$ cat src/rtl/simt_div_pkg.sv
package simt_div_pkg;
  // Outcome of a resolved branch over the live lanes
  typedef enum logic [1:0] {
    BK_ALL_TAKEN  = 2'd0,
    BK_NONE_TAKEN = 2'd1,
    BK_SPLIT      = 2'd2
  } br_kind_e;
endpackage

$ cat src/rtl/simt_branch_eval.sv
module simt_branch_eval
  import simt_div_pkg::*;
#(
  parameter int LANES = 32
) (
  input  logic [LANES-1:0] live_mask,
  input  logic [LANES-1:0] taken_raw,
  output br_kind_e         kind,
  output logic [LANES-1:0] taken_live,
  output logic [LANES-1:0] fall_live
);
  // Lanes that are off never vote
  function automatic br_kind_e classify(input logic [LANES-1:0] live,
                                        input logic [LANES-1:0] tk);
    if (tk == live)                 return BK_ALL_TAKEN;
    else if (tk == '0)              return BK_NONE_TAKEN;
    else                            return BK_SPLIT;
  endfunction

  always_comb begin
    taken_live = taken_raw & live_mask;
    fall_live  = ~taken_raw & live_mask;
    kind       = classify(live_mask, taken_live);
  end
endmodule

$ cat src/rtl/simt_reconv_stack.sv
module simt_reconv_stack #(
  parameter int LANES = 32,
  parameter int PC_W  = 32,
  parameter int DEPTH = 8
) (
  input  logic                 clk,
  input  logic                 rst_n,
  input  logic                 clear,
  input  logic                 push_pair,
  input  logic [PC_W-1:0]      lo_pc,
  input  logic [LANES-1:0]     lo_mask,
  input  logic [PC_W-1:0]      lo_rpc,
  input  logic [PC_W-1:0]      hi_pc,
  input  logic [LANES-1:0]     hi_mask,
  input  logic [PC_W-1:0]      hi_rpc,
  input  logic                 pop,
  output logic [PC_W-1:0]      top_pc,
  output logic [LANES-1:0]     top_mask,
  output logic [PC_W-1:0]      top_rpc,
  output logic [$clog2(DEPTH+1)-1:0] count,
  output logic                 room_pair
);
  localparam int IDX_W = $clog2(DEPTH);
  localparam int CNT_W = $clog2(DEPTH+1);

  logic [PC_W-1:0]  pc_mem   [DEPTH];
  logic [LANES-1:0] mask_mem [DEPTH];
  logic [PC_W-1:0]  rpc_mem  [DEPTH];

  logic [IDX_W-1:0] wr_lo_idx, wr_hi_idx, rd_idx;

  always_comb begin
    wr_lo_idx = IDX_W'(count);
    wr_hi_idx = IDX_W'(count + CNT_W'(1));
    rd_idx    = IDX_W'(count - CNT_W'(1));
    room_pair = (int'(count) + 2) <= DEPTH;
    top_pc    = pc_mem[rd_idx];
    top_mask  = mask_mem[rd_idx];
    top_rpc   = rpc_mem[rd_idx];
  end

  always_ff @(posedge clk) begin
    if (push_pair && room_pair && !clear) begin
      pc_mem[wr_lo_idx]   <= lo_pc;
      mask_mem[wr_lo_idx] <= lo_mask;
      rpc_mem[wr_lo_idx]  <= lo_rpc;
      pc_mem[wr_hi_idx]   <= hi_pc;
      mask_mem[wr_hi_idx] <= hi_mask;
      rpc_mem[wr_hi_idx]  <= hi_rpc;
    end
  end

  always_ff @(posedge clk or negedge rst_n) begin
    if (!rst_n)                               count <= '0;
    else if (clear)                           count <= '0;
    else if (push_pair && room_pair)          count <= count + CNT_W'(2);
    else if (pop && count != '0)              count <= count - CNT_W'(1);
  end
endmodule

$ cat src/rtl/simt_reconv_ctrl.sv
module simt_reconv_ctrl
  import simt_div_pkg::*;
#(
  parameter int LANES = 32,
  parameter int PC_W  = 32,
  parameter int DEPTH = 8
) (
  input  logic             clk,
  input  logic             rst_n,
  input  logic             launch,
  input  logic [PC_W-1:0]  launch_pc,
  input  logic             step,
  input  logic             br_valid,
  input  logic [LANES-1:0] br_taken,
  input  logic [PC_W-1:0]  br_target,
  input  logic [PC_W-1:0]  br_fallthru,
  input  logic [PC_W-1:0]  br_reconv,
  output logic [PC_W-1:0]  pc,
  output logic [LANES-1:0] active_mask,
  output logic             overflow_err
);
  localparam int CNT_W = $clog2(DEPTH+1);

  logic [PC_W-1:0]  pc_q, rpc_q;
  logic [LANES-1:0] mask_q;
  logic             ovf_q;

  br_kind_e         kind;
  logic [LANES-1:0] taken_live, fall_live;
  logic [PC_W-1:0]  top_pc, top_rpc, seq_pc;
  logic [LANES-1:0] top_mask;
  logic [CNT_W-1:0] stk_count;
  logic             room_pair;

  // Named internal events, observed by the checker
  logic ev_split, ev_push, ev_ovf, ev_move, ev_pop;

  simt_branch_eval #(.LANES(LANES)) u_eval (
    .live_mask  (mask_q),
    .taken_raw  (br_taken),
    .kind       (kind),
    .taken_live (taken_live),
    .fall_live  (fall_live)
  );

  // Sequential address when the warp does not split
  function automatic logic [PC_W-1:0] next_linear(
      input logic            is_br,
      input br_kind_e        k,
      input logic [PC_W-1:0] cur,
      input logic [PC_W-1:0] tgt,
      input logic [PC_W-1:0] ft);
    if (!is_br)                    return cur + PC_W'(1);
    else if (k == BK_ALL_TAKEN)    return tgt;
    else                           return ft;
  endfunction

  always_comb begin
    seq_pc   = next_linear(br_valid, kind, pc_q, br_target, br_fallthru);
    ev_split = !launch && br_valid && (kind == BK_SPLIT);
    ev_push  = ev_split && room_pair;
    ev_ovf   = ev_split && !room_pair;
    ev_move  = !launch && ((br_valid && kind != BK_SPLIT) || (!br_valid && step));
    ev_pop   = ev_move && (stk_count != '0) && (seq_pc == rpc_q);
  end

  simt_reconv_stack #(.LANES(LANES), .PC_W(PC_W), .DEPTH(DEPTH)) u_stack (
    .clk       (clk),
    .rst_n     (rst_n),
    .clear     (launch),
    .push_pair (ev_push),
    .lo_pc     (br_reconv),
    .lo_mask   (mask_q),
    .lo_rpc    (rpc_q),
    .hi_pc     (br_fallthru),
    .hi_mask   (fall_live),
    .hi_rpc    (br_reconv),
    .pop       (ev_pop),
    .top_pc    (top_pc),
    .top_mask  (top_mask),
    .top_rpc   (top_rpc),
    .count     (stk_count),
    .room_pair (room_pair)
  );

  always_ff @(posedge clk or negedge rst_n) begin
    if (!rst_n) begin
      pc_q   <= '0;
      mask_q <= '1;
      rpc_q  <= '0;
      ovf_q  <= 1'b0;
    end else if (launch) begin
      pc_q   <= launch_pc;
      mask_q <= '1;
      rpc_q  <= '0;
      ovf_q  <= 1'b0;
    end else if (ev_push) begin
      pc_q   <= br_target;
      mask_q <= taken_live;
      rpc_q  <= br_reconv;
    end else if (ev_ovf) begin
      ovf_q  <= 1'b1;
    end else if (ev_pop) begin
      pc_q   <= top_pc;
      mask_q <= top_mask;
      rpc_q  <= top_rpc;
    end else if (ev_move) begin
      pc_q   <= seq_pc;
    end
  end

  assign pc           = pc_q;
  assign active_mask  = mask_q;
  assign overflow_err = ovf_q;
endmodule

$ cat config.mk
export PLATFORM = sky130hd
export DESIGN_NAME = simt_reconv_ctrl
export DESIGN_NICKNAME = d
export VERILOG_FILES = /design/src/rtl/simt_div_pkg.sv /design/src/rtl/simt_branch_eval.sv /design/src/rtl/simt_reconv_stack.sv /design/src/rtl/simt_reconv_ctrl.sv
export SDC_FILE = /design/constraint.sdc
export NUM_CORES = 2
export LEC_CHECK = 0
export BUFFER_PORTS_ARGS = -buffer_cell sky130_fd_sc_hd__buf_2
export CAP_MARGIN = 20
export CORE_AREA = 10 10 264 316
export DETAILED_ROUTE_END_ITERATION = 8
export DIE_AREA = 0 0 274 326
export GPL_TIMING_DRIVEN = 1
export PLACE_DENSITY = 0.79
export RECOVER_POWER = 25
export SYNTH_ARGS = -nofsm -noshare
export SYNTH_HDL_FRONTEND = slang
export SYNTH_SLANG_ARGS = --single-unit
$ cat constraint.sdc
create_clock -name clk -period 10.88 [get_ports clk]
set_input_delay 0.544 -clock clk [delete_from_list [all_inputs] [get_ports clk]]
set_output_delay 0.544 -clock clk [all_outputs]
set_load 0.03 [all_outputs]
---- After elaboration in Yosys (flattened, before gate mapping) ----
Memory sizes are Yosys's and may differ from the RTL's.
Cells that the tools add are included.
word-level totals
  flip-flop bits (word level) ............. 101
  bits in writable memories ............... 768
  input port bits ......................... 165
  output and inout bits ................... 65
  logic and storage cells ................. 74
  memories ................................ 3
memory list
  name              depth  width  rd ports  clocked after Yosys merged registers in  write ports  RTL line                 source
  u_stack.mask_mem  8      32     1         0                                        2            simt_reconv_stack.sv:27  logic [LANES-1:0] mask_mem [DEPTH];
  u_stack.pc_mem    8      32     1         0                                        2            simt_reconv_stack.sv:26  logic [PC_W-1:0] pc_mem [DEPTH];
  u_stack.rpc_mem   8      32     1         0                                        2            simt_reconv_stack.sv:28  logic [PC_W-1:0] rpc_mem [DEPTH];
operators by class
  $add $sub $neg .......................... 5
  $lt $le $gt $ge ......................... 1
  equality and inequality tests ........... 6
  multiplexer cells ....................... 25
  bitwise operators ....................... 3
  reduce and logical (&&, ||, !) cells .... 26
operators with widths
  kind                                                                               number
  32-bit 2-to-1 mux                                                                  15
  32-bit bitwise AND                                                                 2
  32-bit == test                                                                     2
  32-bit by 1-bit adder with 32-bit output, second input constant                    1
  32-bit by 5-bit less-or-equal comparator with 1-bit output, second input constant  1
  32-bit logical NOT                                                                 1
  32-bit NOT                                                                         1
  1-bit logical AND                                                                  12
  4-bit 2-to-1 mux                                                                   3
  4-bit nonzero test                                                                 2
  2-bit AND reduction                                                                3
  3-bit nonzero test                                                                 2
  4-bit by 2-bit adder with 5-bit output, second input constant                      1
  1-bit 2-to-1 mux                                                                   5
  4-bit by 2-bit adder with 4-bit output, second input constant                      1
  2-bit 2-to-1 mux                                                                   2
  2-bit inequality test, second input constant                                       2
  4-bit by 1-bit subtractor with 4-bit output, second input constant                 1
  3-bit by 1-bit adder with 3-bit output, second input constant                      1
  1-bit logical NOT                                                                  3
  3-bit by 2-bit inequality test with 1-bit output, second input constant            1
  2-bit == test, second input constant                                               1
  2-bit logical NOT                                                                  1
  2-bit nonzero test                                                                 1
  1-bit logical OR                                                                   1

---- Longest topological paths before layout ----
  depth after elaboration ................. 14
  mapped depth ............................ 17
  mapped depth without buffers ............ 12

---- Hierarchy ----
A second synthesis with hierarchy kept.
second synthesis, totals
  cells, all modules ...................... 3265
  area total of the unflattened synthesis .. 48233.8 µm²
modules (own cells, without submodules)
  module             instances  cells an instance  area each (µm²)  seq. area each (µm²)
  simt_reconv_stack  1          2041               38652.1          23162.2
  simt_reconv_ctrl   1          1134               8996.1           2467.4
  simt_branch_eval   1          90                 585.6            0.0

---- Worst setup path before layout ----
Ideal clock, no wire load.
  kind .................................... reg-to-reg
  start point ............................. register mask_q[10] (netlist: active_mask[10])
  end point ............................... memory u_stack.mask_mem[0][0], enable pin
  library setup time ...................... 0.668 ns
  data arrival time ....................... 8.890 ns
  data required time ...................... 10.212 ns
  slack ................................... 1.322 ns
  cell stages (with the launch flop) ...... 11
  buffers on the path ..................... 4
  clock period less this slack ............ 9.558 ns
  cells stage by stage .................... dfstp_2 -> clkbuf_1 -> a22oi_1 -> nand4_1 -> nor4_1 -> or3_1 -> or2_2 -> clkbuf_1 -> clkbuf_1 -> buf_1 -> nor3_1
RTL lines
  element                 RTL line                 source
  from (decl)             simt_reconv_ctrl.sv:25   logic [LANES-1:0] mask_q;
  from (signal assigned)  simt_reconv_ctrl.sv:99   mask_q <= taken_live;
  from (signal assigned)  simt_reconv_ctrl.sv:105  mask_q <= top_mask;
  to (decl)               simt_reconv_stack.sv:27

==> impl_metrics.env <==
export IMPL_status="complete, but fails checks"
export IMPL_failed_checks="capacitance limit, slew limit"
export IMPL_clk_latency_ps=670
export IMPL_cp_data_arrival_time_ps=8470
export IMPL_cap_viol_max_count=12
export IMPL_synth_seq_area_share=0.550
export IMPL_cts_clk_slew_worst_paths_ps=60
export IMPL_cts_max_level=3
export IMPL_crit_path_max_fanout=150
export IMPL_rrSetupSlack_ps=2630
export IMPL_dieWidth_microns=274
export IMPL_irDropWorstVdd_v=0.000155
export IMPL_area_growth_pct=9.08
export IMPL_remaining_drc_errors=0
export IMPL_critPathKind="register to register"
export IMPL_start_util=0.603
export IMPL_layout_nets=3973
export IMPL_dp_cells=4732
export IMPL_setup_violations=0
export IMPL_avgRoutedWirePerCell_microns=29.4
export IMPL_critical_path_cell_chain="inv_1 > ha_4 > buf_12 > nor3_1 > clkbuf_1 > a21boi_0"
export IMPL_clock_sinks=869
export IMPL_synthArstFlopShare=0.116
export IMPL_worstSetupStartpointType="register"
export IMPL_firstDrtPassIters=7
export IMPL_synth_edff_count=768
export IMPL_dieHeight_microns=326
export IMPL_io_pins=230
export IMPL_synth_warnings=0
export IMPL_io_buffers=229
export IMPL_synthDistinctLibCells=74
export IMPL_drt_initial_drc_count=4695
export IMPL_rsz0062_at_grt="no"
export IMPL_grt_max_degree=151
export IMPL_num_vias=33700
export IMPL_skew_ps=46.1
export IMPL_fin_crit_ps=8250
export IMPL_fin_cells=4907
export IMPL_critPathMaxStageDelay_ps=2780
export IMPL_worstSetupEndpointType="register"
export IMPL_yosys_area_top_type_share=0.495
export IMPL_ctsRootBufferMaster="clkbuf_16"
export IMPL_worstPathRequired_ps=11100
export IMPL_tightest_slew_ps=4120
export IMPL_yosys_area_top_type="edfxtp_1"
export IMPL_synthCells=3871
export IMPL_cts_buffer_depth=3
export IMPL_viasPerCell=6.87
export IMPL_p_leak_nw=17.9
export IMPL_cp_top_family="buffers and inverters"
export IMPL_finalWirelength_microns=144000
export IMPL_worstPathBufferInverterCount=3
export IMPL_crit_slowest_cell="clkbuf_1"
export IMPL_core_sq_um=77200
export IMPL_hpwlAfterDp_microns=83500
export IMPL_grt_pass1_wl_microns=215000
export IMPL_synth_ff_type="edfxtp_1"
export IMPL_cts_tree="yes"
export IMPL_slew_violations=608
export IMPL_synthTopCellsByArea="edfxtp_1, mux4_2, nand2_1"
export IMPL_antenna_found_initial=12
export IMPL_cts_resized=0
export IMPL_relSlewSlack=-1.75
export IMPL_p_per_area_nw_per_um2=160
export IMPL_syn_num_nets=4044
export IMPL_max_freq_mhz=121
export IMPL_ant_nets=0
export IMPL_drive_above_1_share=0.227
export IMPL_fin_crit_sh=0.759
export IMPL_hold_class="input pin to register"
export IMPL_grt_pass1_vias=34100
export IMPL_syn_area_sq_um=46600
export IMPL_tns_ps=0
export IMPL_grt_use_total=0.318
export IMPL_gp_congestion=1.05
export IMPL_die_area_sq_um=89300
export IMPL_ys_ff_latch=869
export IMPL_overflow=0
export IMPL_syn_avg_cell_area_sq_um=12.0
export IMPL_cts_buffers=89
export IMPL_hold_viol=0
export IMPL_fp_row_count=112
-- Yosys cell counts (15+ instances only) --
master    instances
nand2_1         819
edfxtp_1        768
clkbuf_1        371
a21boi_0        260
mux2_2          260
mux4_2          192
nor3_1          122
nor2_1          119
o21ai_0         109
mux2i_1          93
dfrtp_1          69
nor2b_1          66
a21oi_1          43
buf_1            40
inv_1            36
nand3_1          36
a211oi_2         32
a221o_1          32
dfstp_2          32
xnor2_1          29
nor4b_1          24
a31oi_1          20
a22oi_1          18
nor4_1           18
nand4_1          17
or3_1            15
-- kinds of logic after synthesis --
| group | count (synthesis) | share of synthesized area |
|---|---|---|
| mux | 545 | 0.176 |
| compound gates | 625 | 0.0991 |
| buf+inv | 480 | 0.0410 |
| fa+ha+maj | 8 | 0.00215 |
| flops | 869 | 0.550 |
| xor+xnor | 45 | 0.00905 |
| simple gates | 1299 | 0.123 |
-- worst paths after layout --
check | from | endpoint | cells after the start
max in group asynchronous | rst_n | u_stack.count[1]$_DFFE_PN0P_ | 3
setup / recovery | u_stack.count[0]$_DFFE_PN0P_ | u_stack.mask_mem[5][5]$_DFFE_PP_ | 6
min in group asynchronous | rst_n | rpc_q[8]$_DFFE_PN0P_ | 2
setup reg to reg | u_stack.count[0]$_DFFE_PN0P_ | u_stack.mask_mem[5][5]$_DFFE_PP_ | 6
hold reg to reg | overflow_err$_DFFE_PN0P_ | overflow_err$_DFFE_PN0P_ | 2
hold / removal | launch_pc[24] | pc[24]$_DFFE_PN0P_ | 3
-- cell usage in the layout (no fill, tap or decap), types with 24 or more instances in the layout --
master / count
nor2b_1: 66
inv_1: 36
nor3_1: 122
dfstp_2: 28
a211oi_2: 32
nor2_1: 114
nor4b_1: 24
mux4_2: 192
mux2_2: 260
nand3_1: 36
dfrtp_1: 69
buf_4: 39
mux2i_1: 93
edfxtp_1: 768
buf_2: 165
a21oi_1: 43
clkbuf_16: 91
clkbuf_1: 97
a221o_1: 32
nand2_1: 812
xnor2_1: 29
a21boi_0: 260
o21ai_0: 109
-- worst reg2reg max path, delay by kind of cell (launching register included) --
family | cells | cell delay, ps
AO/OA/AOI/OAI | 1 | 570
flip-flops | 1 | 2300
adder cells (fa/ha/maj) | 1 | 670
buffers and inverters | 3 | 3870
AND/OR/NAND/NOR | 1 | 410
-- layout make-up --
type | count | area, sq um
diodes | 4 | 10.0
clock buffers | 124 | 2480
clock inverters | 44 | 581
fillers | 5434 | 26400
inverters | 36 | 135
multi-input cells | 2522 | 19200
flip-flops and latches | 869 | 25600
well taps | 1026 | 1280
repair buffers | 282 | 1490
-- sequential cells by signal (all words and copies together) (netlist names) --
| signal | count |
|---|---|
| u_stack.mask_mem | 256 |
| u_stack.pc_mem | 256 |
| u_stack.rpc_mem | 256 |
| active_mask | 32 |
| pc | 32 |
| rpc_q | 32 |
| u_stack.count | 4 |
| overflow_err | 1 |
-- report_power, final --
group / internal, mW / switching, mW / total (mW)
clock: 1.87 / 1.34 / 3.21
sequential: 3.79 / 0.126 / 3.92
combinational: 0.368 / 0.649 / 1.02
-- routing by layer --
metal,up-vias,track usage,wire length [microns]
li1,14200,-,-
met1,16500,0.395,49200
met2,2516,0.514,69200
met3,496,0.0669,17000
met4,16,0.180,8870
met5,-,0,90
-- through the flow --
stage	cell area [sq um]	utilization	setup WS (ps)	total power [mW]	hold WS, ps
2_1_floorplan	46600	-	1320	4.62	248
3_3_place_gp	47900	0.620	4310	4.95	478
3_5_place_dp	47900	0.620	4210	4.97	497
4_1_cts	50900	0.660	4360	8.13	168
5_1_grt	50800	0.658	1970	8.34	202
6_report	50800	0.658	2630	8.14	188
-- what timing repair did --
item                                    in CTS  in global routing
endpoints found under the setup margin       0                  0
hold buffers                                 1                  0
buffers inserted                             0                  0
hold endpoints to repair                    50                  0
No activity file was read; power rests on OpenSTA's default activity.
